## config.mk

```make
export PLATFORM = sky130hd
export DESIGN_NAME = multimode_timer
export DESIGN_NICKNAME = d
export VERILOG_FILES = /design/src/rtl/tmr_pkg.sv /design/src/rtl/tmr_sync_edge.sv /design/src/rtl/tmr_dbuf.sv /design/src/rtl/tmr_core.sv /design/src/rtl/multimode_timer.sv
export SDC_FILE = /design/constraint.sdc
export NUM_CORES = 1
export LEC_CHECK = 0
export BUFFER_PORTS_ARGS = -buffer_cell sky130_fd_sc_hd__buf_4
export CORE_MARGIN = 3
export CORE_UTILIZATION = 25
export DETAILED_ROUTE_END_ITERATION = 7
export REMOVE_ABC_BUFFERS = 1
export SLEW_MARGIN = 15
export SYNTH_ARGS = -nofsm -noshare
export SYNTH_HDL_FRONTEND = slang
export SYNTH_SLANG_ARGS = --single-unit
```

## constraint.sdc

```tcl
create_clock -name clk_i -period 5.3 [get_ports clk_i]
set_clock_uncertainty 0.1 [all_clocks]
set_input_delay 0.795 -clock clk_i [delete_from_list [all_inputs] [get_ports clk_i]]
set_output_delay 0.795 -clock clk_i [all_outputs]
set_load 0.02 [all_outputs]
```

## src/rtl/tmr_pkg.sv

```systemverilog
package tmr_pkg;
  localparam int BYTE_W = 8;

  typedef enum logic [1:0] {
    MODE_TMR = 2'b00,
    MODE_WIN = 2'b01,
    MODE_PW  = 2'b10,
    MODE_PPG = 2'b11
  } mode_e;

  typedef enum logic [1:0] {
    ST_STOP = 2'b00,
    ST_CMD  = 2'b01,
    ST_RISE = 2'b10,
    ST_FALL = 2'b11
  } start_e;

  typedef struct packed {
    logic       tff_init;
    logic       opt;
    logic [1:0] clk_sel;
    start_e     start;
    mode_e      mode;
  } ctrl_t;

  localparam logic [1:0] SEL_PIN = 2'b11;

  localparam logic [2:0] ADR_CTRL   = 3'd0;
  localparam logic [2:0] ADR_A_LO   = 3'd1;
  localparam logic [2:0] ADR_A_HI   = 3'd2;
  localparam logic [2:0] ADR_B_LO   = 3'd3;
  localparam logic [2:0] ADR_B_HI   = 3'd4;
  localparam logic [2:0] ADR_CAP_LO = 3'd5;
  localparam logic [2:0] ADR_CAP_HI = 3'd6;
endpackage

```

## src/rtl/tmr_sync_edge.sv

```systemverilog
module tmr_sync_edge #(
  parameter int STAGES = 2
) (
  input  logic clk_i,
  input  logic rst_ni,
  input  logic pin_i,
  output logic level_o,
  output logic rise_o,
  output logic fall_o
);
  logic [STAGES-1:0] sq;
  logic              prev_q;

  always_ff @(posedge clk_i or negedge rst_ni) begin
    if (!rst_ni) begin
      sq     <= '0;
      prev_q <= 1'b0;
    end else begin
      sq     <= {sq[STAGES-2:0], pin_i};
      prev_q <= sq[STAGES-1];
    end
  end

  assign level_o = sq[STAGES-1];
  assign rise_o  = level_o & ~prev_q;
  assign fall_o  = ~level_o & prev_q;
endmodule

```

## src/rtl/tmr_dbuf.sv

```systemverilog
module tmr_dbuf
  import tmr_pkg::*;
#(
  parameter int W = 16
) (
  input  logic              clk_i,
  input  logic              rst_ni,
  input  logic              we_lo_i,
  input  logic              we_hi_i,
  input  logic [BYTE_W-1:0] wdata_i,
  input  logic              load_i,
  output logic [W-1:0]      val_o
);
  logic [BYTE_W-1:0] lo_q;
  logic [W-1:0]      stage_q;
  logic              pend_q;

  always_ff @(posedge clk_i or negedge rst_ni) begin
    if (!rst_ni) begin
      lo_q    <= '1;
      stage_q <= '1;
      pend_q  <= 1'b0;
      val_o   <= '1;
    end else begin
      if (we_lo_i) lo_q <= wdata_i;
      if (load_i && pend_q) begin
        val_o  <= stage_q;
        pend_q <= 1'b0;
      end
      if (we_hi_i) begin
        stage_q <= {wdata_i[W-BYTE_W-1:0], lo_q};
        pend_q  <= 1'b1;
      end
    end
  end
endmodule

```

## src/rtl/tmr_core.sv

```systemverilog
module tmr_core
  import tmr_pkg::*;
#(
  parameter int CNT_W = 16
) (
  input  logic             clk_i,
  input  logic             rst_ni,
  input  ctrl_t            ctrl_i,
  input  logic             tick_i,
  input  logic             lvl_i,
  input  logic             rise_i,
  input  logic             fall_i,
  input  logic             sw_start_i,
  input  logic [CNT_W-1:0] a_i,
  input  logic [CNT_W-1:0] b_i,
  output logic [CNT_W-1:0] cnt_o,
  output logic [CNT_W-1:0] cap_o,
  output logic             tff_o,
  output logic             irq_o
);
  logic [CNT_W-1:0] cnt_n, cap_n, inc, sum;
  logic             run_q, run_n, tff_n, irq_n;
  logic             act, inact, lvl_ok, hit_a, hit_b, step_en, ext_trig, ppg;

  always_comb begin
    act      = (ctrl_i.start == ST_FALL) ? fall_i : rise_i;
    inact    = (ctrl_i.start == ST_FALL) ? rise_i : fall_i;
    lvl_ok   = (ctrl_i.start == ST_FALL) ? ~lvl_i : lvl_i;
    inc      = cnt_o + 1'b1;
    sum      = cnt_o + CNT_W'(tick_i);
    hit_a    = (inc == a_i);
    hit_b    = (inc == b_i);
    ppg      = (ctrl_i.mode == MODE_PPG);
    ext_trig = (ctrl_i.clk_sel != SEL_PIN);
    step_en  = run_q && (ctrl_i.mode != MODE_PW) &&
               ((ctrl_i.mode != MODE_WIN) || lvl_ok);

    run_n = run_q;
    cnt_n = cnt_o;
    cap_n = cap_o;
    tff_n = tff_o;
    irq_n = 1'b0;

    if (step_en && tick_i) begin
      if (hit_a) begin
        cnt_n = '0;
        irq_n = 1'b1;
        if (ppg && ctrl_i.opt) run_n = 1'b0;
      end else begin
        cnt_n = inc;
      end
      if (ppg) tff_n = tff_o ^ hit_a ^ hit_b;
    end

    unique case (ctrl_i.mode)
      MODE_TMR: begin
        if (ctrl_i.start == ST_CMD) begin
          if (sw_start_i) run_n = 1'b1;
        end else if (!ext_trig) begin
          run_n = 1'b1;
        end else if (act) begin
          if (run_q && ctrl_i.opt) begin
            run_n = 1'b0;
            cnt_n = '0;
          end else begin
            run_n = 1'b1;
          end
        end
      end
      MODE_WIN: run_n = 1'b1;
      MODE_PW: begin
        if (run_q && tick_i) cnt_n = inc;
        if (act) begin
          if (run_q && !ctrl_i.opt) begin
            cap_n = sum;
            irq_n = 1'b1;
          end
          cnt_n = '0;
          run_n = 1'b1;
        end else if (inact && run_q) begin
          cap_n = sum;
          irq_n = 1'b1;
          if (ctrl_i.opt) begin
            run_n = 1'b0;
            cnt_n = '0;
          end
        end
      end
      MODE_PPG: begin
        if (ctrl_i.start == ST_CMD) begin
          if (sw_start_i) run_n = 1'b1;
        end else if (act) begin
          run_n = 1'b1;
        end
      end
    endcase

    if (ctrl_i.mode == MODE_TMR && ctrl_i.start == ST_CMD && ctrl_i.opt) cap_n = cnt_n;

    if (ctrl_i.start == ST_STOP) begin
      run_n = 1'b0;
      cnt_n = '0;
      irq_n = 1'b0;
      tff_n = ctrl_i.tff_init;
    end
  end

  always_ff @(posedge clk_i or negedge rst_ni) begin
    if (!rst_ni) begin
      run_q <= 1'b0;
      cnt_o <= '0;
      cap_o <= '0;
      tff_o <= 1'b0;
      irq_o <= 1'b0;
    end else begin
      run_q <= run_n;
      cnt_o <= cnt_n;
      cap_o <= cap_n;
      tff_o <= tff_n;
      irq_o <= irq_n;
    end
  end
endmodule

```

## src/rtl/multimode_timer.sv

```systemverilog
module multimode_timer
  import tmr_pkg::*;
#(
  parameter int CNT_W       = 16,
  parameter int NUM_DIV     = 3,
  parameter int SYNC_STAGES = 2
) (
  input  logic               clk_i,
  input  logic               rst_ni,
  input  logic               reg_we_i,
  input  logic [2:0]         reg_addr_i,
  input  logic [7:0]         reg_wdata_i,
  output logic [7:0]         reg_rdata_o,
  input  logic [NUM_DIV-1:0] ce_div_i,
  input  logic               pin_i,
  input  logic               sw_start_i,
  output logic               tff_o,
  output logic               irq_o,
  output logic [CNT_W-1:0]   capture_o
);
  localparam int SEL_W = 2;

  ctrl_t            ctrl_q;
  logic             pin_lvl, pin_rise, pin_fall, src_tick;
  logic [CNT_W-1:0] a_val, b_val, cnt;
  logic             b_ok;

  always_ff @(posedge clk_i or negedge rst_ni) begin
    if (!rst_ni) ctrl_q <= '0;
    else if (reg_we_i && reg_addr_i == ADR_CTRL) ctrl_q <= ctrl_t'(reg_wdata_i);
  end

  tmr_sync_edge #(.STAGES(SYNC_STAGES)) u_sync (
    .clk_i   (clk_i),
    .rst_ni  (rst_ni),
    .pin_i   (pin_i),
    .level_o (pin_lvl),
    .rise_o  (pin_rise),
    .fall_o  (pin_fall)
  );

  always_comb begin
    src_tick = 1'b0;
    if (ctrl_q.clk_sel == SEL_PIN) begin
      src_tick = (ctrl_q.start == ST_FALL) ? pin_fall : pin_rise;
    end else begin
      for (int k = 0; k < NUM_DIV; k++)
        if (ctrl_q.clk_sel == SEL_W'(k)) src_tick = ce_div_i[k];
    end
  end

  assign b_ok = (ctrl_q.mode == MODE_PPG);

  tmr_dbuf #(.W(CNT_W)) u_reg_a (
    .clk_i   (clk_i),
    .rst_ni  (rst_ni),
    .we_lo_i (reg_we_i && reg_addr_i == ADR_A_LO),
    .we_hi_i (reg_we_i && reg_addr_i == ADR_A_HI),
    .wdata_i (reg_wdata_i),
    .load_i  (src_tick),
    .val_o   (a_val)
  );

  tmr_dbuf #(.W(CNT_W)) u_reg_b (
    .clk_i   (clk_i),
    .rst_ni  (rst_ni),
    .we_lo_i (reg_we_i && b_ok && reg_addr_i == ADR_B_LO),
    .we_hi_i (reg_we_i && b_ok && reg_addr_i == ADR_B_HI),
    .wdata_i (reg_wdata_i),
    .load_i  (src_tick),
    .val_o   (b_val)
  );

  tmr_core #(.CNT_W(CNT_W)) u_core (
    .clk_i      (clk_i),
    .rst_ni     (rst_ni),
    .ctrl_i     (ctrl_q),
    .tick_i     (src_tick),
    .lvl_i      (pin_lvl),
    .rise_i     (pin_rise),
    .fall_i     (pin_fall),
    .sw_start_i (sw_start_i),
    .a_i        (a_val),
    .b_i        (b_val),
    .cnt_o      (cnt),
    .cap_o      (capture_o),
    .tff_o      (tff_o),
    .irq_o      (irq_o)
  );

  always_comb begin
    unique case (reg_addr_i)
      ADR_CTRL:   reg_rdata_o = ctrl_q;
      ADR_A_LO:   reg_rdata_o = a_val[0 +: BYTE_W];
      ADR_A_HI:   reg_rdata_o = a_val[BYTE_W +: BYTE_W];
      ADR_B_LO:   reg_rdata_o = b_val[0 +: BYTE_W];
      ADR_B_HI:   reg_rdata_o = b_val[BYTE_W +: BYTE_W];
      ADR_CAP_LO: reg_rdata_o = capture_o[0 +: BYTE_W];
      ADR_CAP_HI: reg_rdata_o = capture_o[BYTE_W +: BYTE_W];
      default:    reg_rdata_o = '0;
    endcase
  end
endmodule

```

### Word-level counts from Yosys, hierarchy flattened

Index checks and enable logic that the tools add are counted.
Widths: inputs -> output; s select.

| storage, ports and cells | value |
|---|---|
| flip-flop bits (word level) | 128 |
| input bits | 19 |
| word-level logic and storage cells | 134 |

| operators by class | value |
|---|---|
| bitwise logic cells | 6 |
| eq/ne operators | 20 |
| mux-type cells | 54 |
| reduce and logical (&&, ||, !) cells | 32 |
| add/sub/neg operators | 2 |

Operator list:

| cell | number |
|---|---|
| $mux 16 | 16 |
| $pmux 8 s7 | 1 |
| $mux 1 | 35 |
| $eq 16x16->1 | 2 |
| $pmux 16 s2 | 1 |
| $logic_and 1x1->1 | 18 |
| $add 16x1->16 | 1 |
| $add 16x1->16 const B | 1 |
| $eq 2x2->1 const B | 5 |
| $reduce_bool 2->1 | 5 |
| $eq 3x3->1 const B | 3 |
| $eq 2x1->1 const B | 3 |
| $eq 3x2->1 const B | 2 |
| $logic_not 2->1 | 3 |
| $ne 2x2->1 const B | 2 |
| $pmux 1 s4 | 1 |
| $eq 3x1->1 const B | 1 |
| $logic_not 3->1 | 1 |
| $ne 3x3->1 const B | 1 |
| $reduce_and 3->1 | 1 |
| $reduce_bool 3->1 | 1 |
| $and 1x1->1 | 2 |
| $ne 2x1->1 const B | 1 |
| $not 1->1 | 2 |
| 4 further kinds | 5 |

### Logic depth before layout (Yosys ltp)

| logic depth | value |
|---|---|
| depth after elaboration | 13 |
| depth in mapped cells | 13 |
| gate-level depth less buffers | 10 |

### Cells and area by module

From an unflattened synthesis, not the netlist that was laid out.

| unflattened totals | value |
|---|---|
| cells, all modules | 679 |
| area total of the unflattened synthesis | 7523.5 um^2 |

By module, submodules not included:

| module | cells an instance | times used | area an instance (um^2) |
|---|---|---|---|
| tmr_dbuf | 88 | 2 | 1630.3 |
| tmr_core | 404 | 1 | 3234.4 |
| multimode_timer | 94 | 1 | 938.4 |
| tmr_sync_edge | 5 | 1 | 90.1 |

### Worst setup path after synthesis

OpenSTA, ideal clock, no wires.

| timing path | value |
|---|---|
| path kind | reg-to-reg |
| start | reg ctrl_q[2] in the netlist's numbering |
| end | reg u_core.cap_o[13] |
| cell stages (with the launch flop) | 14 |
| path slack | 2.217 ns |
| arrival time | 2.893 ns |
| buffers on the path | 3 |
| path through | dfrtp_1 -> buf_2 -> nand2_1 -> mux2_2 -> a221oi_1 -> buf_2 -> ha_1 -> nand3_1 -> or2_2 -> clkbuf_1 -> nor3_1 -> nand3_1 -> xor2_1 -> o221ai_1 |

| on the way | value |
|---|---|
| cells in the longest elaborated chain, start to end | 12 |
| elaborated cells on any way between the ends | 33 |

RTL lines:

| what | RTL line | source |
|---|---|---|
| from (decl) | multimode_timer.sv:23 | `ctrl_t ctrl_q;` |
| from (signal assigned) | multimode_timer.sv:30 | `else if (reg_we_i && reg_addr_i == ADR_CTRL) ctrl_q <= ctrl_t'(reg_wdata_i);` |
| parallel branches: the longest is 12 deep, another holds $add 16x1->16 | -- |  |
| to (signal assigned) | tmr_core.sv:118 | `cap_o <= cap_n;` |
| to (decl) | tmr_core.sv:17 | `output logic [CNT_W-1:0] cap_o,` |

Several ways; the timed one is not identified. The select of a mux whose other input is x is not followed.
A chain may end at the register's enable or synchronous reset.

### Worst setup path after layout

| timing path | value |
|---|---|
| start | reg u_core.cnt_o[0] |
| end | reg u_core.cap_o[2] |

| on the way | value |
|---|---|
| cells in the longest elaborated chain, start to end | 10 |
| elaborated cells on any way between the ends | 19 |

RTL lines:

| what | RTL line | source |
|---|---|---|
| from (decl) | tmr_core.sv:16 | `output logic [CNT_W-1:0] cnt_o,` |
| from (signal assigned) | tmr_core.sv:117 | `cnt_o <= cnt_n;` |
| $add 16x1->16 | tmr_core.sv:29 | `inc = cnt_o + 1'b1;` |
| $eq 16x16->1 | tmr_core.sv:31 | `hit_a = (inc == a_i);` |
| $mux 16 | tmr_core.sv:45 | `if (hit_a) begin` |
| $mux 16 | tmr_core.sv:44 | `if (step_en && tick_i) begin` |
| $mux 16 (on tied branches) | tmr_core.sv:72, tmr_core.sv:62 |  |
| $mux 16 (on tied branches) | tmr_core.sv:83, tmr_core.sv:61 |  |
| $mux 16 (on tied branches) | tmr_core.sv:80, tmr_core.sv:59 |  |
| $mux 16 (on tied branches) | tmr_core.sv:73, tmr_core.sv:57 |  |
| $pmux 16 s2 | tmr_core.sv:55 | `unique case (ctrl_i.mode)` |
| $mux 16 * | tmr_core.sv:98 | `if (ctrl_i.mode == MODE_TMR && ctrl_i.start == ST_CMD && ctrl_i.opt) cap_n = cnt_n;` |

Every way passes the cells marked *; elsewhere a longest branch is shown, timed or not. The select of a mux whose other input is x is not followed.

==> flow_summary.ini <==
[final_layout]
nets = 755
fin_cells = 1130
drive_gt1_frac = 0.369
syn2layout_area_growth_pct = 17.6
num_antenna_cells = 0

[worst_setup_path]
worstPathRequired_ns = 5.45
crit_path_max_fanout = 10
setup.worst_path.start_class = register
reg2reg_depth = 9
endpoint_kind = register
r2r-start = u_core.cnt_o[0]
reg2reg_to = u_core.cap_o[2]
worstSetupPathType = reg -> reg
arrival_ns = 4.01
reg2reg_slack_ns = 1.44

[sta]
fmax_ghz = 0.259
maxSlewViolCount = 0
min_period_ns = 3.86
holdWs_ns = 0.244
hold_viol_final = 0
finalSetupViolations = 0
rsz0062_at_grt = no
tightestPinTransition_ns = 1.00
setup_tns_ns = 0
period_share = 0.729
slew_headroom = 0.329

[synth]
yosysMostFrequentCell = mux2_2
syn_avg_cell_area_sq_um = 10.4
seq_area_frac_synth = 0.445
syn_inst = 715
async_reset_ff_frac = 1.00
yosys.area.top_type = dfstp_2
syn-cell-area_sq_mm = 0.00741
ys_ff_latch = 128
yosys_most_used_dff = dfstp_2
synth.top_cell.area_share = 0.283
ys_warn_count = 0
synth_edf_count = 0
synth.area.top_cells = dfstp_2 28%, dfrtp_1 16%, mux2_2 14%
ys_top_cells_by_count = 89 x mux2_2, 80 x dfstp_2, 48 x dfrtp_1, 48 x nor2_1, 43 x nand2_1
yosysUniqueCellTypes = 73

[drt]
via_per_inst = 5.27
drt_iter0_drc = 506
firstDrtPassIters = 7
remaining_drc_errors = 0
wl_per_cell_microns = 20.4
finalWirelength_microns = 23000
num_vias = 5960
ant_nets = 0

[floorplanning]
dieArea_sq_mm = 0.0318
ios = 45
fp.dieH_microns = 178
start_util = 0.256
rows = 62
die_w_microns = 178
core_area_sq_mm = 0.0289

[cts]
clk_transition_reported_paths_ns = 0.06
clk_latency_ns = 0.42
h-tree-depth = 4
root_buffer = clkbuf_16
clock_path_buffers = 2
tritoncts = built
cts_sinks = 128
cts_buffers = 17
cts_setup_buffers = 0
post_cts_resized = 0
holdBufCountCts = 0

[placement]
place.gp.congestion = 0.968
dp.cells = 1098
dp_hpwl_microns = 17100
io_buffers = 44

[power_and_ir_drop]
vdd_ir_drop_max_mv = 0.228
p_leak_uw = 0.00336
total_power_uw = 3780
power_density_mw_per_mm2 = 434

[run_status]
status = finished, final reports clean

[worst_hold_path]
hold_depth = 0
min_to = u_sync.sq[1]
holdCritStartpoint = u_sync.sq[0]
hp-class = reg -> reg

[run]
maxCapViolations = 0

[global_routing]
grt_pass1_wl_microns = 35900
grt_overflow = 0
grt_max_degree = 87
antenna_found_initial = 3
grt_pass1_vias = 5859
grt.total_usage = 0.148
## sequential cells by signal, summed over array words and instances, names as in the netlist
signal           flops
ctrl_q               8
u_reg_b.pend_q       1
u_core.cap_o        16
u_reg_b.lo_q         8
u_sync.prev_q        1
u_reg_a.pend_q       1
u_core.cnt_o        16
u_reg_a.val_o       16
u_core.run_q         1
u_reg_a.lo_q         8
u_sync.sq            2
u_reg_b.stage_q     16
u_reg_b.val_o       16
u_core.irq_o         1
u_reg_a.stage_q     16
u_core.tff_o         1
## routing by layer
metal	up-vias	global-route usage	part of all wire
met1	2978	0.195	0.43
met5	-	0	0.0031
li1	2683	-	-
met3	43	0.0377	0.071
met4	6	0.0510	0.025
met2	250	0.238	0.47
## critical path: stages (launching register included)
cell and delay (ns):
dfrtp_1 0.52, ha_1 0.40, nand3_1 0.41, or4_4 0.66, a22oi_1 0.18, o2111ai_1 0.23
nor4_4 0.37, nand3_1 0.34, nand2_2 0.32, o221ai_1 0.16
## layout make-up
cell class                      instances  area (sq um)
Fill cell                            2913         20200
Multi-Input combinational cell        522          3860
Sequential cell                       128          3300
Tap cell                              384           480
Clock buffer                           20           458
Timing Repair Buffer                   50           388
Clock inverter                         12           170
Inverter                               14          52.6
## stage by stage
stage               utilization  instance area, sq um  setup slack, ns
floorplan                     -                  7200             1.96
global placement          0.280                  8090             1.61
detailed placement        0.280                  8090             1.50
CTS                       0.301                  8720             1.50
global route              0.301                  8720             1.16
finish                    0.301                  8720             1.44
## where the power goes
group | switching, uW | internal, uW
clock network | 482 | 781
registers | 272 | 1300
logic | 515 | 427
total | 1270 | 2510
## cells by family after synthesis
logic type	Yosys count	share of synthesized area
flip-flops	128	0.445
XOR/XNOR	45	0.0532
buffers and inverters	65	0.0358
multiplexers	101	0.160
AO/OA/AOI/OAI	143	0.133
AND/OR/NAND/NOR	230	0.168
adder cells (fa/ha/maj)	3	0.00506
## cell usage in the layout (no fill, tap or decap), types with 6 or more instances in the layout
master | Yosys | routed
mux2_2 | 89 | 89
dfstp_2 | 80 | 80
buf_4 | 2 | 49
nor2_1 | 48 | 48
dfrtp_1 | 48 | 48
nand2_1 | 43 | 43
a21oi_1 | 34 | 34
nand3_1 | 30 | 30
xnor2_1 | 28 | 28
o21ai_0 | 26 | 26
clkbuf_16 | 0 | 18
xor2_1 | 17 | 17
inv_1 | 14 | 14
o221ai_1 | 14 | 14
and3_1 | 13 | 13
nor3_1 | 13 | 13
nor4_1 | 12 | 12
nor2b_1 | 11 | 11
nand4_1 | 10 | 10
nand2b_1 | 9 | 9
mux2i_1 | 7 | 7
a22oi_1 | 7 | 7
a31oi_1 | 7 | 7
or4_1 | 6 | 6
nand3b_1 | 6 | 6
## how the worst max path moves through the flow
| stage | cells after the start | start | to | slack, ns |
|---|---|---|---|---|
| 5_1_grt | 9 | u_core.cnt_o[0] | u_core.cap_o[15] | 1.16 |
| 4_1_cts | 9 | u_core.cnt_o[0] | u_core.cap_o[11] | 1.50 |
| 2_1_floorplan | 10 | ctrl_q[2] | u_core.cap_o[13] | 1.96 |
| 3_5_place_dp | 9 | u_core.cnt_o[0] | u_core.cap_o[11] | 1.50 |
| 3_3_place_gp | 9 | u_core.cnt_o[0] | u_core.cnt_o[13] | 1.61 |
| 6_report | 9 | u_core.cnt_o[0] | u_core.cap_o[2] | 1.44 |
Note: power is estimated with default switching activity, not from simulation.
